==> config.mk <==
export PLATFORM = sky130hd
export DESIGN_NAME = msg_fifo_mbox
export DESIGN_NICKNAME = d
export VERILOG_FILES = /design/src/rtl/msg_fifo_pkg.sv /design/src/rtl/mfifo_tide.sv /design/src/rtl/mfifo_chan.sv /design/src/rtl/msg_fifo_mbox.sv
export SDC_FILE = /design/constraint.sdc
export NUM_CORES = 1
export LEC_CHECK = 0
export ABC_AREA = 1
export BUFFER_PORTS_ARGS = -buffer_cell sky130_fd_sc_hd__buf_2
export CORE_MARGIN = 2
export CORE_UTILIZATION = 35
export DETAILED_ROUTE_END_ITERATION = 8
export PLACE_DENSITY_LB_ADDON = 0.15
export SLEW_MARGIN = 10
export SYNTH_ARGS = -nofsm -noshare
export SYNTH_HDL_FRONTEND = slang
export SYNTH_SLANG_ARGS = --single-unit
==> constraint.sdc <==
create_clock -name clk -period 10.71 [get_ports clk]
set_clock_uncertainty 0.2 [all_clocks]
set_input_delay 1.071 -clock clk [delete_from_list [all_inputs] [get_ports clk]]
set_output_delay 1.071 -clock clk [all_outputs]
set_load 0.05 [all_outputs]
==> src/rtl/msg_fifo_pkg.sv <==
// Package: shared types for the ordered mailbox FIFO.
// Assumes nothing beyond standard SystemVerilog.
package msg_fifo_pkg;

    // Per-channel sticky status bits
    typedef struct packed {
        logic ack;
        logic flushed;
        logic ovf;
        logic unf;
    } chan_sts_t;

    // Index width that never collapses to zero
    function automatic int unsigned idx_w(input int unsigned n);
        return (n > 1) ? $clog2(n) : 1;
    endfunction

endpackage

==> src/rtl/mfifo_tide.sv <==
// Module: mfifo_tide
// Compares one channel's occupancy against the low and high tide levels.
// Assumes: levels are held stable by the owner; outputs are pure levels.
module mfifo_tide #(
    parameter int unsigned CNT_W = 4
) (
    input  logic [CNT_W-1:0] occ,
    input  logic [CNT_W-1:0] low_lvl,
    input  logic [CNT_W-1:0] high_lvl,
    output logic             low_hit,
    output logic             high_hit
);

    // Threshold comparisons, inclusive at both levels
    always_comb begin
        low_hit  = (occ <= low_lvl);
        high_hit = (occ >= high_lvl);
    end

endmodule

==> src/rtl/mfifo_chan.sv <==
// Module: mfifo_chan
// One FIFO channel: ordered storage of word plus request bit, occupancy,
// flush, sticky status. Assumes push/pop strobes are already decoded for
// this channel; flush has priority over push and pop in the same cycle.
module mfifo_chan
    import msg_fifo_pkg::*;
#(
    parameter int unsigned DEPTH  = 8,
    parameter int unsigned DATA_W = 32,
    parameter int unsigned CNT_W  = 4
) (
    input  logic              clk,
    input  logic              rst_n,
    input  logic              push,
    input  logic [DATA_W-1:0] push_data,
    input  logic              push_ack,
    input  logic              pop,
    input  logic              flush,
    input  logic              clr_ack,
    input  logic              clr_flush,
    input  logic              clr_err,
    output logic [DATA_W-1:0] rd_data,
    output logic [CNT_W-1:0]  occ,
    output chan_sts_t         sts
);

    localparam int unsigned PTR_W = idx_w(DEPTH);
    localparam int unsigned ENT_W = DATA_W + 1;

    logic [ENT_W-1:0] mem [DEPTH];
    logic [PTR_W-1:0] wr_ptr;
    logic [PTR_W-1:0] rd_ptr;
    logic             is_empty;
    logic             is_full;
    logic             push_ok;
    logic             pop_ok;
    logic [ENT_W-1:0] head;

    // Wrap a pointer at DEPTH, which need not be a power of two
    function automatic logic [PTR_W-1:0] step(input logic [PTR_W-1:0] p);
        return (p == PTR_W'(DEPTH - 1)) ? '0 : p + 1'b1;
    endfunction

    // Accept/reject decisions for this cycle
    always_comb begin
        is_empty = (occ == '0);
        is_full  = (occ == CNT_W'(DEPTH));
        push_ok  = push && !flush && !is_full;
        pop_ok   = pop && !flush && !is_empty;
        head     = mem[rd_ptr];
        rd_data  = pop_ok ? head[DATA_W-1:0] : '0;
    end

    // Storage write; contents need no reset because occupancy guards reads
    always_ff @(posedge clk) begin
        if (push_ok) begin
            mem[wr_ptr] <= {push_ack, push_data};
        end
    end

    // Pointers and occupancy; flush empties the channel in one cycle
    always_ff @(posedge clk) begin
        if (!rst_n || flush) begin
            wr_ptr <= '0;
            rd_ptr <= '0;
            occ    <= '0;
        end else begin
            if (push_ok) wr_ptr <= step(wr_ptr);
            if (pop_ok)  rd_ptr <= step(rd_ptr);
            case ({push_ok, pop_ok})
                2'b10:   occ <= occ + 1'b1;
                2'b01:   occ <= occ - 1'b1;
                default: occ <= occ;
            endcase
        end
    end

    // Sticky status bits; a set event outranks a clear pulse
    always_ff @(posedge clk) begin
        if (!rst_n) begin
            sts <= '0;
        end else begin
            sts.ack     <= (sts.ack & ~clr_ack) | (pop_ok & head[DATA_W]);
            sts.flushed <= (sts.flushed & ~clr_flush) | flush;
            sts.ovf     <= (sts.ovf & ~clr_err) | (push & ~flush & is_full);
            sts.unf     <= (sts.unf & ~clr_err) | (pop & ~flush & is_empty);
        end
    end

    AST_OCC_RANGE: assert property (@(posedge clk) disable iff (!rst_n)
        occ <= CNT_W'(DEPTH));

    AST_PUSH_GROWS: assert property (@(posedge clk) disable iff (!rst_n)
        (push && !flush && !is_full && !pop) |=> (occ == $past(occ) + 1'b1));

    AST_FLUSH_EMPTIES: assert property (@(posedge clk) disable iff (!rst_n)
        flush |=> (occ == '0 && sts.flushed));

    AST_OVF_STICKY: assert property (@(posedge clk) disable iff (!rst_n)
        (push && !flush && is_full) |=> sts.ovf);

    AST_UNF_STICKY: assert property (@(posedge clk) disable iff (!rst_n)
        (pop && !flush && is_empty) |=> sts.unf);

    AST_ACK_RAISE: assert property (@(posedge clk) disable iff (!rst_n)
        (pop_ok && head[DATA_W]) |=> sts.ack);

    AST_FULL_HOLDS: assert property (@(posedge clk) disable iff (!rst_n)
        (is_full && push && !pop && !flush) |=> $stable(occ));

endmodule

==> src/rtl/msg_fifo_mbox.sv <==
// Module: msg_fifo_mbox (top)
// Array of ordered FIFO channels between a sender and a receiver, with
// per-channel tide, flush, acknowledge and error indications.
// Assumes: 1 <= NUM_CH <= 64; indices >= NUM_CH address no channel.
module msg_fifo_mbox
    import msg_fifo_pkg::*;
#(
    parameter int unsigned NUM_CH = 4,
    parameter int unsigned DEPTH  = 8,
    parameter int unsigned DATA_W = 32,
    localparam int unsigned CH_W  = idx_w(NUM_CH),
    localparam int unsigned CNT_W = $clog2(DEPTH + 1)
) (
    input  logic              clk,
    input  logic              rst_n,
    input  logic              snd_push,
    input  logic [CH_W-1:0]   snd_ch,
    input  logic [DATA_W-1:0] snd_data,
    input  logic              snd_ack_req,
    input  logic              rcv_pop,
    input  logic [CH_W-1:0]   rcv_ch,
    output logic [DATA_W-1:0] rcv_data,
    input  logic [NUM_CH-1:0] flush_snd,
    input  logic [NUM_CH-1:0] flush_rcv,
    input  logic [CNT_W-1:0]  low_tide_lvl,
    input  logic [CNT_W-1:0]  high_tide_lvl,
    input  logic [NUM_CH-1:0] clr_ack,
    input  logic [NUM_CH-1:0] clr_flush,
    input  logic [NUM_CH-1:0] clr_err,
    output logic [NUM_CH-1:0] irq_xfer,
    output logic [NUM_CH-1:0] irq_ack,
    output logic [NUM_CH-1:0] irq_low_tide,
    output logic [NUM_CH-1:0] irq_high_tide,
    output logic [NUM_CH-1:0] irq_flush,
    output logic              irq_fifo_comb,
    output logic [NUM_CH-1:0] err_ovf,
    output logic [NUM_CH-1:0] err_unf,
    output logic [6:0]        cfg_num_ch,
    output logic [CNT_W-1:0]  cfg_depth
);

    logic [DATA_W-1:0] ch_rd  [NUM_CH];
    logic [CNT_W-1:0]  ch_occ [NUM_CH];
    chan_sts_t         ch_sts [NUM_CH];

    for (genvar g = 0; g < NUM_CH; g++) begin : g_ch
        logic push_sel;
        logic pop_sel;

        // Address decode of the shared push and pop strobes
        always_comb begin
            push_sel = snd_push && (snd_ch == CH_W'(g));
            pop_sel  = rcv_pop && (rcv_ch == CH_W'(g));
        end

        mfifo_chan #(
            .DEPTH  (DEPTH),
            .DATA_W (DATA_W),
            .CNT_W  (CNT_W)
        ) u_chan (
            .clk       (clk),
            .rst_n     (rst_n),
            .push      (push_sel),
            .push_data (snd_data),
            .push_ack  (snd_ack_req),
            .pop       (pop_sel),
            .flush     (flush_snd[g] | flush_rcv[g]),
            .clr_ack   (clr_ack[g]),
            .clr_flush (clr_flush[g]),
            .clr_err   (clr_err[g]),
            .rd_data   (ch_rd[g]),
            .occ       (ch_occ[g]),
            .sts       (ch_sts[g])
        );

        mfifo_tide #(
            .CNT_W (CNT_W)
        ) u_tide (
            .occ      (ch_occ[g]),
            .low_lvl  (low_tide_lvl),
            .high_lvl (high_tide_lvl),
            .low_hit  (irq_low_tide[g]),
            .high_hit (irq_high_tide[g])
        );

        // Map channel state onto the per-channel output lines
        always_comb begin
            irq_xfer[g]  = (ch_occ[g] != '0);
            irq_ack[g]   = ch_sts[g].ack;
            irq_flush[g] = ch_sts[g].flushed;
            err_ovf[g]   = ch_sts[g].ovf;
            err_unf[g]   = ch_sts[g].unf;
        end
    end

    // Return data of the addressed channel
    always_comb begin
        rcv_data = '0;
        for (int i = 0; i < NUM_CH; i++) begin
            if (rcv_ch == CH_W'(i)) rcv_data = ch_rd[i];
        end
    end

    // Combined interrupt and constant read-back
    always_comb begin
        irq_fifo_comb = (|irq_low_tide) | (|irq_high_tide) | (|irq_flush);
        cfg_num_ch    = 7'(NUM_CH);
        cfg_depth     = CNT_W'(DEPTH);
    end

    AST_XFER_NOT_ACK_FLUSH: assert property (@(posedge clk) disable iff (!rst_n)
        (|(flush_snd | flush_rcv)) |=> ((irq_xfer & $past(flush_snd | flush_rcv)) == '0));

endmodule

== Word level (Yosys, flattened, before mapping) ==
Memories as Yosys holds them, arrays and structs flattened. A register that Yosys moved wholly into a read port is not among the register bits.
Cells that the tools add are included.
Word-level totals
  input port bits: 69
  output and inout port bits: 72
  bits in registers: 56
  memory bits (writable): 1056
  memories: 4
  logic and storage cells: 250
Operators by class
  reductions and logical operators: 58
  equality and inequality tests: 26
  muxes and demuxes: 36
  magnitude comparators: 8
  add/sub/neg operators: 16
  bitwise logic cells: 74
Memories
  g_ch[0].u_chan.mem: depth 8, bits a word 33, read ports 1, clocked after memory_dff 1, write ports 1, RTL line mfifo_chan.sv:30  | logic [ENT_W-1:0] mem [DEPTH];
  g_ch[1].u_chan.mem: depth 8, bits a word 33, read ports 1, clocked after memory_dff 1, write ports 1, RTL line mfifo_chan.sv:30
  g_ch[2].u_chan.mem: depth 8, bits a word 33, read ports 1, clocked after memory_dff 1, write ports 1, RTL line mfifo_chan.sv:30
  g_ch[3].u_chan.mem: depth 8, bits a word 33, read ports 1, clocked after memory_dff 1, write ports 1, RTL line mfifo_chan.sv:30
Operator list (number)
  32-bit two-way mux: 8
  3-bit two-way mux: 16
  1-bit AND: 36
  4-bit one-hot mux with 2 select lines: 4
  3-bit by 1-bit adder with 3-bit output, second input constant: 8
  3-bit equality test, second input constant: 8
  1-bit logical AND: 24
  1-bit OR: 22
  4-bit by 1-bit adder with 4-bit output, second input constant: 4
  2-bit equality test, second input constant: 8
  4-bit equality test, second input constant: 4
  4-bit >= comparator: 4
  4-bit <= comparator: 4
  4-bit zero test: 4
  1-bit inverter: 16
  4-bit nonzero test: 4
  4-bit by 1-bit subtractor with 4-bit output, second input constant: 4
  1-bit zero test: 13
  2-bit by 1-bit equality test with 1-bit output, second input constant: 6
  4-bit OR reduction: 3
  1-bit two-way mux: 8
  2-bit nonzero test: 4
  2-bit zero test: 2
  1-bit logical OR: 4

== Logic depth before layout (Yosys ltp) ==
  depth in word-level cells: 9
  mapped depth: 16
  mapped depth without buffers: 15

== Modules after synthesis ==
Synthesis repeated with hierarchy kept, for this count alone.
Unflattened totals
  cells, all modules: 3999
  area total of the unflattened synthesis: 46776.1 sq um
Modules (own cells, without submodules)
  mfifo_chan (g_ch[1].u_chan ...): cells an instance 904, area each 11184.5 sq um, times used 3
  mfifo_chan (g_ch[0].u_chan): cells an instance 905, area each 11178.2 sq um, times used 1
  msg_fifo_mbox: cells an instance 238, area each 1178.6 sq um, times used 1
  mfifo_tide: cells an instance 36, area each 216.5 sq um, times used 4

== Worst setup path after synthesis ==
OpenSTA, ideal clock, no wires.
  path type: input -> register
  start: in flush_rcv[1]
  end: mem g_ch[1].u_chan.mem[5][0] (netlist name) (enable)
  setup slack: 6.075 ns
  data arrival time: 3.970 ns
  path buffers: 0
  stages on the path: 5
  data required time: 10.046 ns
  setup time: 0.464 ns
  cells stage by stage: nor2_2 nand4_1 nor2_1 nand2_1 nor3_1
On the way
  word-level cells in the longest chain between the ends: 6
Ends and longest elaborated chain
  start: declaration: RTL line msg_fifo_mbox.sv:24  | input logic [NUM_CH-1:0] flush_rcv,
  1-bit OR: RTL line msg_fifo_mbox.sv:67  | .flush (flush_snd[g] | flush_rcv[g]),
  1-bit zero test: RTL line mfifo_chan.sv:48  | push_ok = push && !flush && !is_full;
  1-bit logical AND (2 in a row): RTL line mfifo_chan.sv:48
  1-bit two-way mux: RTL line mfifo_chan.sv:56  | if (push_ok) begin
  1-bit two-way mux (implied by the code): RTL line mfifo_chan.sv:57  | mem[wr_ptr] <= {push_ack, push_data};
  end: declaration: RTL line mfifo_chan.sv:30
No other way between the ends.

==> impl_metrics.csv <==
group,metric,value,unit
synth,ys.flop_type,"edfxtp_1",
clocking,hold_buffers,0,
synth,ys_seq_area_share,70.9,%
worst_setup_path,worstPathRequired,9.44,ns
timing,hold_viol_final,0,
die,dieArea,136000,µm²
flow_run,cap_violations,0,
detailed_routing,drt_iter0_drc,2376,
grt,grt_pass1_wl,201000,µm
clocking,cts_buffers,118,
synth,synthCells,4119,
clocking,clk_latency,0.74,ns
final_layout,fin_nets,4335,
clocking,cts_buffer_depth,3,
clocking,cts_resized,0,
worst_setup_path,regToRegEndpoint,"g_ch[1].u_chan.mem[5][9]",
power,cellPowerDensity,168,nW/µm²
timing,setup-tns-final,0,ns
worst_setup_path,cp-start-kind,"flip-flop",
status,status,"finished, final reports clean",
synth,syn_avg_cell_area,11.3,µm²
placed_design,dp_worst_setup_slack,5.89,ns
worst_setup_path,r2r_cells,7,
timing,final_max_slew_viol_count,0,
worst_setup_path,crit_path_end,"rcv_data[11]",
detailed_routing,post-route-drc-count,0,
timing,slew-limit-headroom,29.3,%
die,die_w,369,µm
final_layout,fin_util,40.0,%
final_layout,syn_to_final_growth,12.9,%
final_layout,num-fill-cells,12700,
worst_setup_path,rrSetupSlack,7.35,ns
synth,syn_area,46600,µm²
die,core_area,132000,µm²
clocking,htreeDepth,3,
timing,fin_ws,5.59,ns
timing,rsz0062_at_grt,"no",
clocking,clock_sinks,1124,
min_path,min_path_type,"reg -> reg",
timing,setup_viol,0,
worst_setup_path,crit_type,"reg -> out",
grt,antenna_found_initial,4,
synth,synth_top_area_share,68.0,%
timing,period_minus_slack,5.12,ns
synth,async_reset_ff_share,0,%
power,power.total,8.83,mW
worst_setup_path,crit_fanout,62,
die,die_y,369,µm
timing,fin_crit_sh,47.8,%
power,peakVddDrop,0.163,mV
die,pin_count,141,
worst_setup_path,arrival,3.85,ns
synth,yosysMostFrequentCell,"edfxtp_1",
timing,tightest_slew,1.06,ns
worst_setup_path,endpoint_kind,"output pin",
placed_design,portBuffers,129,
clocking,cts_root_buffer,"clkbuf_16",
synth,synth_commonest_cells,"edfxtp_1 (1056), nand2_1 (839), nor2_1 (697)",
synth,yosysTopAreaCell,"edfxtp_1",
die,rows,133,
grt,grt_max_degree,97,
clocking,cts_tree,"done",
detailed_routing,vias,30400,
detailed_routing,first_pass_iters,6,
clocking,postCtsSetupRepairBufs,0,
grt,grt_overflow,0,
placed_design,place.gp.congestion,0.786,
synth,synth-seq-cells,1124,
synth,synth_edf_count,1056,
detailed_routing,antenna_left,0,
die,start_util,35.4,%
grt,grt_pass1_vias,29200,
detailed_routing,routedWlPerCell,22.6,µm
power,leakagePower,18.8,nW
timing,fmax,195,MHz
synth,synth_cell_type_count,34,
final_layout,drive_gt1_share,10.0,%
worst_setup_path,reg2reg_from,"g_ch[1].u_chan.occ[1]",
clocking,path_clk_slew,0.06,ns
detailed_routing,via_per_inst,5.02,
synth,yosys-top-cells-area,"edfxtp_1 (68%), nand2_1 (6.8%), nand3_1 (5.7%)",
detailed_routing,finalWirelength,137000,µm
grt,grt_usage,19.9,%
placed_design,hpwl,73400,µm
synth,ys_warn_count,0,
-- cells by family (layout without fill, tap and decap cells) --
logic type               Yosys count  in the layout  share of synthesized area [%]
AND/OR/NAND/NOR                 2212           2212                           20.0
other                              2             13                         0.0161
adder cells (fa/ha/maj)           60             60                           1.61
XOR/XNOR                           4              4                         0.0751
flip-flops                      1124           1124                           70.9
buffers and inverters            380            555                           3.72
AO/OA/AOI/OAI                    337            337                           3.70
-- metal layers --
metal | vias to the layer above | GRT usage (%) | wire [µm]
li1 | 14400 | - | -
met1 | 15000 | 28.3 | 63300
met2 | 807 | 32.2 | 63800
met3 | 177 | 2.74 | 6900
met4 | 2 | 4.73 | 3010
met5 | - | 0 | 15
-- worst max-delay path: stages, from the launching register on --
cell,delay (ns)
dfxtp_4,0.54
buf_4,0.56
buf_4,0.71
nor2_1,0.11
nor2_1,0.10
o21ai_0,0.11
nand3_1,0.11
nand3_1,0.07
nand2_1,0.10
inv_1,0.08
nand2_1,0.22
buf_2,0.32
-- per-stage QoR --
| stage | hold WS [ns] | cells | cell area, µm² |
|---|---|---|---|
| floorplan | 0.259 | 4128 | 46700 |
| global route | 0.279 | 6058 | 52700 |
| global placement | 0.249 | 5841 | 49100 |
| detailed placement | 0.256 | 5841 | 49100 |
| CTS | 0.266 | 6058 | 52700 |
| finish | 0.261 | 6060 | 52700 |
-- how the worst min path moves through the flow --
stage	from	end	cells past startpoint
final	g_ch[1].u_chan.sts[1]	g_ch[1].u_chan.sts[1]	2
after global routing	g_ch[2].u_chan.sts[1]	g_ch[2].u_chan.sts[1]	2
after CTS	g_ch[1].u_chan.sts[1]	g_ch[1].u_chan.sts[1]	2
after detailed placement	g_ch[1].u_chan.sts[1]	g_ch[1].u_chan.sts[1]	2
after global placement	g_ch[0].u_chan.sts[1]	g_ch[0].u_chan.sts[1]	2
after floorplan	g_ch[0].u_chan.wr_ptr[0]	g_ch[0].u_chan.wr_ptr[0]	2
-- where the power goes --
part	internal (mW)	switching (mW)
clock	2.13	1.75
combinational	0.0235	0.122
sequential	4.81	0.00247
-- area by class of cell --
type | instances | area, µm² | share of cell area, %
flip-flops and latches | 1124 | 33100 | 62.9
multi-input cells | 2624 | 12100 | 23.0
inverters | 143 | 546 | 1.04
clock inverters | 54 | 460 | 0.874
well taps | 1755 | 2200 | 4.17
clock buffers | 163 | 3120 | 5.93
repair buffers | 195 | 1140 | 2.17
diodes | 2 | 5.00 | 0.00950
-- cell usage in the layout, fill, tap and decap left out, types with 3 or more instances in the layout --
| cell | synthesis | layout |
|---|---|---|
| nor2_4 | 0 | 18 |
| nor2_1 | 697 | 679 |
| clkbuf_16 | 0 | 118 |
| dfxtp_2 | 0 | 8 |
| inv_2 | 6 | 6 |
| nor3_1 | 24 | 6 |
| inv_6 | 0 | 3 |
| ha_1 | 60 | 60 |
| dfxtp_1 | 68 | 56 |
| edfxtp_1 | 1056 | 1056 |
| buf_4 | 34 | 66 |
| nor3_2 | 1 | 19 |
| xnor2_1 | 4 | 4 |
| clkinv_16 | 0 | 3 |
| clkbuf_1 | 72 | 45 |
| nand3b_1 | 4 | 4 |
| or2_2 | 23 | 23 |
| inv_4 | 0 | 3 |
| nand3_1 | 528 | 528 |
| inv_1 | 136 | 131 |
| clkinv_2 | 0 | 19 |
| dfxtp_4 | 0 | 4 |
| o21a_1 | 3 | 3 |
| o211a_1 | 4 | 4 |
| conb_1 | 2 | 11 |
| nand2_1 | 839 | 839 |
| nand2b_1 | 3 | 3 |
| or2_1 | 11 | 11 |
| clkinv_1 | 1 | 24 |
| bufinv_16 | 0 | 4 |
| nor2_2 | 4 | 4 |
| o21ai_0 | 273 | 273 |
| or2_0 | 37 | 37 |
| buf_2 | 114 | 129 |
| nand4_1 | 40 | 40 |
| a21oi_1 | 53 | 53 |
-- flip-flops by register name, indices dropped and copies added (netlist names), named ones only --
register	flops
g_ch.u_chan.mem	1056
g_ch.u_chan.occ	16
g_ch.u_chan.sts	16
g_ch.u_chan.rd_ptr	12
g_ch.u_chan.wr_ptr	12
Power figures use the tool's default switching activity.
